### config.mk
export PLATFORM = sky130hd
export DESIGN_NAME = dual_reload_pwm
export DESIGN_NICKNAME = d
export VERILOG_FILES = /design/src/rtl/dual_pwm_pkg.sv /design/src/rtl/dpwm_counter.sv /design/src/rtl/dpwm_channel.sv /design/src/rtl/dpwm_regs.sv /design/src/rtl/dual_reload_pwm.sv
export SDC_FILE = /design/constraint.sdc
export NUM_CORES = 1
export LEC_CHECK = 0
export CAP_MARGIN = 20
export CORE_ASPECT_RATIO = 0.7
export CORE_MARGIN = 2
export CORE_UTILIZATION = 50
export DETAILED_ROUTE_END_ITERATION = 8
export DONT_BUFFER_PORTS = 1
export PLACE_DENSITY = 0.64
export SLEW_MARGIN = 20
export SYNTH_ARGS = -nofsm -noshare
export SYNTH_HDL_FRONTEND = slang
export SYNTH_SLANG_ARGS = --single-unit
export TNS_END_PERCENT = 30
### constraint.sdc
create_clock -name clk -period 3.2 [get_ports clk]
set_input_delay 0.16 -clock clk [delete_from_list [all_inputs] [get_ports clk]]
set_output_delay 0.16 -clock clk [all_outputs]
set_load 0.01 [all_outputs]
### src/rtl/dual_pwm_pkg.sv
package dual_pwm_pkg;
  localparam int unsigned CNT_W  = 12;
  localparam int unsigned N_CH   = 4;
  localparam int unsigned ADDR_W = 3;
  localparam int unsigned DATA_W = 16;

  typedef enum logic [ADDR_W-1:0] {
    A_RELOAD_A = 3'd0,
    A_RELOAD_B = 3'd1,
    A_DUTY0    = 3'd2,
    A_DUTY1    = 3'd3,
    A_DUTY2    = 3'd4,
    A_DUTY3    = 3'd5,
    A_CTRL     = 3'd6,
    A_XFER     = 3'd7
  } reg_addr_e;

  localparam int unsigned SPLIT_BIT = 4;
endpackage

### src/rtl/dpwm_counter.sv
module dpwm_counter #(
  parameter int unsigned CW = 12
) (
  input  logic          clk,
  input  logic          rst_n,
  input  logic          tick,
  input  logic [CW-1:0] reload_val,
  output logic [CW-1:0] cnt,
  output logic          ovf
);
  localparam logic [CW-1:0] TOP = {CW{1'b1}};

  logic [CW-1:0] cnt_d;
  logic          cnt_en;

  assign ovf    = tick && (cnt == TOP);
  assign cnt_en = tick;

  always_comb begin
    cnt_d = cnt;
    if (cnt_en) begin
      if (ovf) cnt_d = reload_val;
      else     cnt_d = cnt + 1'b1;
    end
  end

  always_ff @(posedge clk or negedge rst_n) begin
    if (!rst_n)      cnt <= '0;
    else if (cnt_en) cnt <= cnt_d;
  end
endmodule

### src/rtl/dpwm_channel.sv
module dpwm_channel #(
  parameter int unsigned CW = 12
) (
  input  logic          clk,
  input  logic          rst_n,
  input  logic          commit,
  input  logic [CW-1:0] pre_duty,
  input  logic          pre_pol,
  input  logic [CW-1:0] cnt,
  output logic [CW-1:0] act_duty,
  output logic          pwm
);
  logic [CW-1:0] act_duty_d;
  logic          shd_pol, shd_pol_d;

  always_comb begin
    act_duty_d = act_duty;
    shd_pol_d  = shd_pol;
    if (commit) begin
      act_duty_d = pre_duty;
      shd_pol_d  = pre_pol;
    end
  end

  always_ff @(posedge clk or negedge rst_n) begin
    if (!rst_n) begin
      act_duty <= '0;
      shd_pol  <= 1'b0;
    end else if (commit) begin
      act_duty <= act_duty_d;
      shd_pol  <= shd_pol_d;
    end
  end

  assign pwm = (cnt < act_duty) ^ shd_pol;
endmodule

### src/rtl/dpwm_regs.sv
module dpwm_regs
  import dual_pwm_pkg::*;
#(
  parameter int unsigned CW = 12,
  parameter int unsigned NC = 4,
  parameter int unsigned AW = 3,
  parameter int unsigned DW = 16
) (
  input  logic          clk,
  input  logic          rst_n,
  input  logic          wr_en,
  input  logic [AW-1:0] addr,
  input  logic [DW-1:0] wdata,
  input  logic          clr_a,
  input  logic          clr_b,
  output logic [CW-1:0] reload_a,
  output logic [CW-1:0] reload_b,
  output logic [CW-1:0] pre_duty [NC],
  output logic [NC-1:0] pre_pol,
  output logic          split,
  output logic [1:0]    flags,
  output logic [DW-1:0] rdata
);
  logic [1:0] flag_set;
  logic [1:0] flags_d;

  assign flag_set = (wr_en && addr == A_XFER) ? wdata[1:0] : 2'b00;

  always_comb begin
    flags_d    = flags;
    flags_d[0] = (flags[0] & ~clr_a) | flag_set[0];
    flags_d[1] = (flags[1] & ~clr_b) | flag_set[1];
  end

  always_ff @(posedge clk or negedge rst_n) begin
    if (!rst_n) flags <= 2'b11;
    else        flags <= flags_d;
  end

  always_ff @(posedge clk or negedge rst_n) begin
    if (!rst_n) reload_a <= '0;
    else if (wr_en && addr == A_RELOAD_A) reload_a <= wdata[CW-1:0];
  end

  always_ff @(posedge clk or negedge rst_n) begin
    if (!rst_n) reload_b <= '0;
    else if (wr_en && addr == A_RELOAD_B) reload_b <= wdata[CW-1:0];
  end

  always_ff @(posedge clk or negedge rst_n) begin
    if (!rst_n) begin
      pre_pol <= '0;
      split   <= 1'b0;
    end else if (wr_en && addr == A_CTRL) begin
      pre_pol <= wdata[NC-1:0];
      split   <= wdata[SPLIT_BIT];
    end
  end

  for (genvar g = 0; g < NC; g++) begin : g_pre
    localparam logic [AW-1:0] MY_ADDR = AW'(int'(A_DUTY0) + g);
    always_ff @(posedge clk or negedge rst_n) begin
      if (!rst_n) pre_duty[g] <= '0;
      else if (wr_en && addr == MY_ADDR) pre_duty[g] <= wdata[CW-1:0];
    end
  end

  always_comb begin
    rdata = '0;
    case (addr)
      A_RELOAD_A: rdata[CW-1:0] = reload_a;
      A_RELOAD_B: rdata[CW-1:0] = reload_b;
      A_DUTY0:    rdata[CW-1:0] = pre_duty[0];
      A_DUTY1:    rdata[CW-1:0] = pre_duty[1];
      A_DUTY2:    rdata[CW-1:0] = pre_duty[2];
      A_DUTY3:    rdata[CW-1:0] = pre_duty[3];
      A_CTRL: begin
        rdata[NC-1:0]    = pre_pol;
        rdata[SPLIT_BIT] = split;
      end
      A_XFER:     rdata[1:0] = flags;
      default:    rdata = '0;
    endcase
  end
endmodule

### src/rtl/dual_reload_pwm.sv
module dual_reload_pwm
  import dual_pwm_pkg::*;
(
  input  logic              clk,
  input  logic              rst_n,
  input  logic              tick,
  input  logic              wr_en,
  input  logic [ADDR_W-1:0] addr,
  input  logic [DATA_W-1:0] wdata,
  output logic [DATA_W-1:0] rdata,
  output logic [N_CH-1:0]   pwm_out
);
  localparam int unsigned CW = CNT_W;
  localparam int unsigned NC = N_CH;
  localparam int unsigned FIRST_SPLIT_CH = 2;

  logic [CW-1:0] reload_a, reload_b;
  logic [CW-1:0] pre_duty [NC];
  logic [CW-1:0] duty_act [NC];
  logic [NC-1:0] pre_pol;
  logic          split;
  logic [1:0]    flags;
  logic [CW-1:0] cnt_a, cnt_b;
  logic          ovf_a, ovf_b;
  logic          commit_a, commit_b;

  assign commit_a = ovf_a && flags[0];
  assign commit_b = ovf_b && flags[1] && split;

  dpwm_regs #(.CW(CW), .NC(NC), .AW(ADDR_W), .DW(DATA_W)) u_regs (
    .clk(clk), .rst_n(rst_n), .wr_en(wr_en), .addr(addr), .wdata(wdata),
    .clr_a(commit_a), .clr_b(commit_b),
    .reload_a(reload_a), .reload_b(reload_b), .pre_duty(pre_duty),
    .pre_pol(pre_pol), .split(split), .flags(flags), .rdata(rdata)
  );

  dpwm_counter #(.CW(CW)) u_cnt_a (
    .clk(clk), .rst_n(rst_n), .tick(tick), .reload_val(reload_a),
    .cnt(cnt_a), .ovf(ovf_a)
  );

  dpwm_counter #(.CW(CW)) u_cnt_b (
    .clk(clk), .rst_n(rst_n), .tick(tick), .reload_val(reload_b),
    .cnt(cnt_b), .ovf(ovf_b)
  );

  for (genvar g = 0; g < NC; g++) begin : g_ch
    logic          ch_commit;
    logic [CW-1:0] ch_cnt;
    if (g < FIRST_SPLIT_CH) begin : g_fixed
      assign ch_commit = commit_a;
      assign ch_cnt    = cnt_a;
    end else begin : g_switch
      assign ch_commit = split ? commit_b : commit_a;
      assign ch_cnt    = split ? cnt_b    : cnt_a;
    end
    dpwm_channel #(.CW(CW)) u_ch (
      .clk(clk), .rst_n(rst_n), .commit(ch_commit),
      .pre_duty(pre_duty[g]), .pre_pol(pre_pol[g]), .cnt(ch_cnt),
      .act_duty(duty_act[g]), .pwm(pwm_out[g])
    );
  end
endmodule

### Word-level counts from Yosys, hierarchy flattened

Index checks and enable logic that the tools add are counted.
Widths: inputs -> output; s select.

* input port bits: 23
* bits in registers: 155
* output and inout bits: 20

* add/sub/neg operators: 2
* magnitude comparators: 4
* reduce and logical (&&, ||, !) cells: 14
* equal/unequal tests: 9
* bitwise logic cells: 10
* muxes and demuxes: 8

Operators by type and width (number)
* $lt 12x12->1: 4
* $pmux 7 s6: 1
* $mux 12: 3
* $add 12x1->12 const B: 2
* $eq 12x12->1 const B: 2
* $pmux 3 s7: 1
* $pmux 2 s8: 1
* $logic_and 1x1->1: 13
* $eq 3x3->1 const B: 4
* $eq 3x2->1 const B: 2
* $xor 1x1->1: 4
* $eq 3x1->1 const B: 1
* $logic_not 3->1: 1
* $and 1x1->1: 2
* $mux 2: 1
* $not 1->1: 2
* $or 1x1->1: 2
* $mux 1: 1

### Longest topological paths before layout

* word-level depth: 7
* mapped depth: 10
* gate-level depth less buffers: 7

### By module

A second synthesis with hierarchy kept.

* cells, all modules: 755
* area, all modules: 8350.5 um2

Modules (own cells, without submodules)
* dpwm_regs: cells an instance 270, seq. area each 1979.4 um2, times used 1, area an instance 3711.1 um2
* dpwm_channel: cells an instance 79, seq. area each 325.3 um2, times used 4, area an instance 739.5 um2
* dpwm_counter: cells an instance 76, seq. area each 300.3 um2, times used 2, area an instance 738.2 um2
* dual_reload_pwm: cells an instance 17, seq. area each 0.0 um2, times used 1, area an instance 205.2 um2

### Worst setup path after synthesis

OpenSTA, ideal clock, no wires.

* path type: register -> output
* start: register u_regs.split
* end: output pwm_out[3]
* stages on the path, launching flop included: 11
* path slack: 0.763 ns
* required time: 3.040 ns
* arrival time: 2.277 ns
* cells stage by stage: dfrtp_1 > buf_2 > buf_1 > mux2_2 > ha_1 > a21o_1 > nand3_1 > a21oi_1 > a211oi_1 > xor2_1 > buf_4

* longest elaborated chain between the ends: 3

RTL lines
* start: declaration: line dpwm_regs.sv:20 `output logic split,`
* start signal: assignment: line dpwm_regs.sv:56 `split <= wdata[SPLIT_BIT];`
* $mux 12: line dual_reload_pwm.sv:55 `assign ch_cnt = split ? cnt_b : cnt_a;`
* $lt 12x12->1: line dpwm_channel.sv:35 `assign pwm = (cnt < act_duty) ^ shd_pol;`
* $xor 1x1->1: line dpwm_channel.sv:35
* end: declaration: line dual_reload_pwm.sv:11 `output logic [N_CH-1:0] pwm_out`

Every way passes these cells.

### Worst setup path in the final report

* start: register u_regs.split
* end: output pwm_out[2]

The elaborated chain is that of the path after synthesis.

==> results by group <==
Pwr
  – Lkg Pwr: 4.09 nW
  – Total Power: 6.07 mW
  – Power per Cell Area: 658 nW/µm²
  – Flop pwr share: 0.446
  – Combinational Power Share: 0.209
  – Worst vdd ir: 0.000356 V
  – Clock Power Share: 0.345
  – Sw power: 1.95 mW
  – Int Pwr: 4.11 mW
  – Switching fraction of total power: 0.322

Finish
  – Ant. Diodes: 0
  – Sequential cell area: 3880 µm²
  – Fillers: 1346
  – Util after Layout: 0.564
  – Final Net Count: 776
  – Layout cells sized above 1: 0.276
  – Multi-input gate area: 4050 µm²
  – Area added between synthesis and finish: 10.3%
  – Final instance area: 9210 µm²

CTS
  – Clock latency on the worst-skew pair: 430 ps
  – Postcts setup bufs: 0
  – Worst-path clk slew: 70 ps
  – Num Clock Sinks: 155
  – CTS Buffer Depth: 2
  – Root buffer cell: clkbuf_16
  – CTS Hold Bufs: 13
  – CTS H-tree lvls: 4
  – CTS tree: yes
  – CTS buffer count: 17

Die
  – Initial Util: 0.511
  – Rows: 39
  – Placeable Area: 16300 µm²
  – Total die area: 17800 µm²
  – Ports: 43
  – Die Height: 112 µm
  – Die W: 158 µm

Yosys
  – #FFs+latches synth: 155
  – Post-synthesis cell count: 706
  – Cell Area, Synth: 8350 µm²
  – Ys async rst share: 1.00
  – Mean Syn Cell Area: 11.8 µm²
  – Largest family of logic cells by synthesized area: multiplexers
  – Number of synthesized flops with an enable pin: 0
  – Post-synthesis mux area share: 0.240
  – Post-synth cell types: 50
  – Simple-gate share of the synthesized area: 0.0812
  – Post-synthesis xor/xnor area fraction: 0.00524
  – Post-synthesis compound-gate area fraction: 0.0883
  – Primary FF master, synth: dfrtp_1
  – Warnings from Yosys: 0
  – Post-Synth Adder-Cell Area: 0.0689
  – Sequential share of the synthesized area: 0.465

STA
  – Skew final: 9.65 ps
  – Worst slew margin: 0.279
  – Max frequency: 334 MHz
  – RSZ-0062 raised after global routing: no
  – Final setup TNS: 0 ps
  – Fin. Hold Viols: 155
  – Slew Viols, Final: 0
  – Least-Margin Pin Slew: 1080 ps
  – Fin Hold WS: -579 ps
  – Final number of setup-violating endpoints: 0
  – Tmin final: 3000 ps
  – Final clock period utilization by the worst path: 0.936

Route
  – Routed WL per cell: 21.4 µm
  – DRC: 0
  – Antenna Nets Post-Route: 0
  – TritonRoute pass-1 iters: 5
  – Via density: 5.94
  – Routed WL: 20.3 mm
  – Initial DRC Count: 559
  – DR vias: 5617

Setup path
  – Worst path slowest cell: dfrtp_2
  – Critical Path Sink Type: output pin
  – Crit-path cells: mux2_2, ha_1, a21oi_1, o21ai_0, nor3_1, xor2_1
  – Max Fanout on Critical Path: 17
  – Crit path DAT: 2840 ps
  – CP peak stage delay: 620 ps
  – CP Launch Type: register
  – WP data required: 3040 ps
  – WS Path Type: register to output pin

Global route
  – GRT Overall Usage: 0.241
  – First-pass GRT wire length: 32.1 mm
  – Largest net degree at the start of global routing: 156
  – Antenna violations before repair: 0
  – Vias in the first global route: 5712
  – GRT overflow: 0

Status
  – Failing checks: negative hold slack
  – Status: finished, violations left

Placement
  – DP HPWL: 14.5 mm
  – Placed instance area: 8440 µm²
  – Port Buffer Count: 0
  – RePlAce Congestion: 0.825

Job
  – Max-cap viol count: 0

Worst hold path
  – Min-delay worst type: primary input to async pin
==> synthesized netlist by cell type (2+ instances only) <==
library cell    n  area, µm²
dfstp_2         2       52.6
clkbuf_1        8       30.0
inv_1          55        206
mux2_4         20        300
a221oi_1        4       35.0
nor3_1          4       20.0
and4_1          9       78.8
nor2_1         33        124
nand2_1        27        101
nor3b_1         3       22.5
a22oi_1         4       30.0
dfrtp_1       153       3830
a21o_1          3       22.5
a211oi_1       14        105
a31oi_1         6       37.5
mux2_2        125       1410
a31o_2          3       26.3
xor2_1          3       26.3
buf_4           8       60.1
ha_1           46        576
nand3_1        14       70.1
xnor2_1         2       17.5
buf_1           5       18.8
a22o_1          8       70.1
mux4_2          5        113
o211ai_1        2       15.0
o31ai_1         2       15.0
o22ai_1         5       31.3
a21oi_1        35        175
and3_1          8       50.1
nand4_1        13       81.3
buf_12          2       40.0
mux2i_1        18        180
nor2b_1         6       37.5
o21ai_0        21        105
o21a_1          2       15.0
buf_2          15       75.1
==> cell type report <==
class	instances	area share
clock inverters	15	0.0200
multi-input cells	461	0.440
flip-flops and latches	155	0.421
inverters	55	0.0224
clock buffers	17	0.0462
repair buffers	17	0.0196
well taps	225	0.0306
==> flip-flops by register name, summed over array words and instances (netlist names) <==
| register | count |
|---|---|
| g_ch.u_ch.act_duty | 48 |
| g_ch.u_ch.shd_pol | 4 |
| u_cnt_a.cnt | 12 |
| u_cnt_b.cnt | 12 |
| u_regs.flags | 2 |
| u_regs.pre_duty | 48 |
| u_regs.pre_pol | 4 |
| u_regs.reload_a | 12 |
| u_regs.reload_b | 12 |
| u_regs.split | 1 |
==> worst max-delay path, delay by kind of cell, from the launching register on <==
| kind | cells | cell delay, ps |
|---|---|---|
| AOI/OAI and AO/OA | 2 | 310 |
| xor gates and xnor gates | 1 | 290 |
| adders and majority gates | 1 | 310 |
| DFF | 1 | 620 |
| muxes | 1 | 410 |
| and+or+nand+nor | 1 | 470 |
==> through the flow <==
stage	worst slack [ps]	hold slack [ps]	instances
after floorplan	763	-136	709
after global placement	406	-130	899
after detailed placement	331	-131	899
after CTS	83.3	-589	944
after global routing	3.10	-599	945
final	204	-579	945
==> cells in the final DEF (no fill, tap or decap), drive strengths merged, types with 9 or more instances in the layout <==
cell type	instances
nand2	27
a211oi	14
nand3	15
and4	9
o21ai	22
clkbuf	17
dlygate4sd3	13
a21oi	35
dfrtp	153
inv	61
mux2i	18
nand4	15
nor2	34
ha	46
mux2	145
==> power by group through the flow <==
stage / clock network, mW / registers [mW] / logic, mW
floorplan: 0 / 2.53 / 1.06
global placement: 0 / 2.72 / 1.16
detailed placement: 0 / 2.73 / 1.23
CTS: 2.12 / 2.70 / 1.27
global route: 2.22 / 2.75 / 1.45
finish: 2.09 / 2.71 / 1.27
==> kinds of logic (layout without fill, tap and decap cells) <==
group,count (synthesis),in the layout
compound gates,114,114
buf+inv,93,104
simple gates,124,124
flops,155,155
other cells,1,4
mux,168,168
fa+ha+maj,46,46
xor+xnor,5,5
==> per-layer routing <==
metal  routed length [µm]  vias to the layer above  global-route usage
met5                    0                        -                   0
met4                  241                        0              0.0643
met3                 1310                       21              0.0494
met2                 8960                      172               0.358
met1                 9740                     2864               0.361
li1                     -                     2560                   -
==> path summary, 6_finish.rpt <==
check | startpoint | end | slack [ps] | depth (start not counted)
setup reg to reg | u_cnt_a.cnt[1] | g_ch[3].u_ch.act_duty[8] | 540 | 7
max in group asynchronous | rst_n | u_regs.flags[1] | 3370 | 0
min in group clk | tick | u_cnt_a.cnt[10] | 20 | 3
hold reg to reg | g_ch[0].u_ch.act_duty[0] | g_ch[0].u_ch.act_duty[0] | 500 | 1
setup / recovery | u_regs.split | pwm_out[2] | 200 | 6
hold / removal | rst_n | u_regs.pre_duty[26] | -580 | 0
==> repair_timing <==
action	in CTS	in global routing
gates resized for setup	1	0
endpoints found under the setup margin	2	0
endpoints found under the hold margin	250	155
No activity file was read; power rests on OpenSTA's default activity.
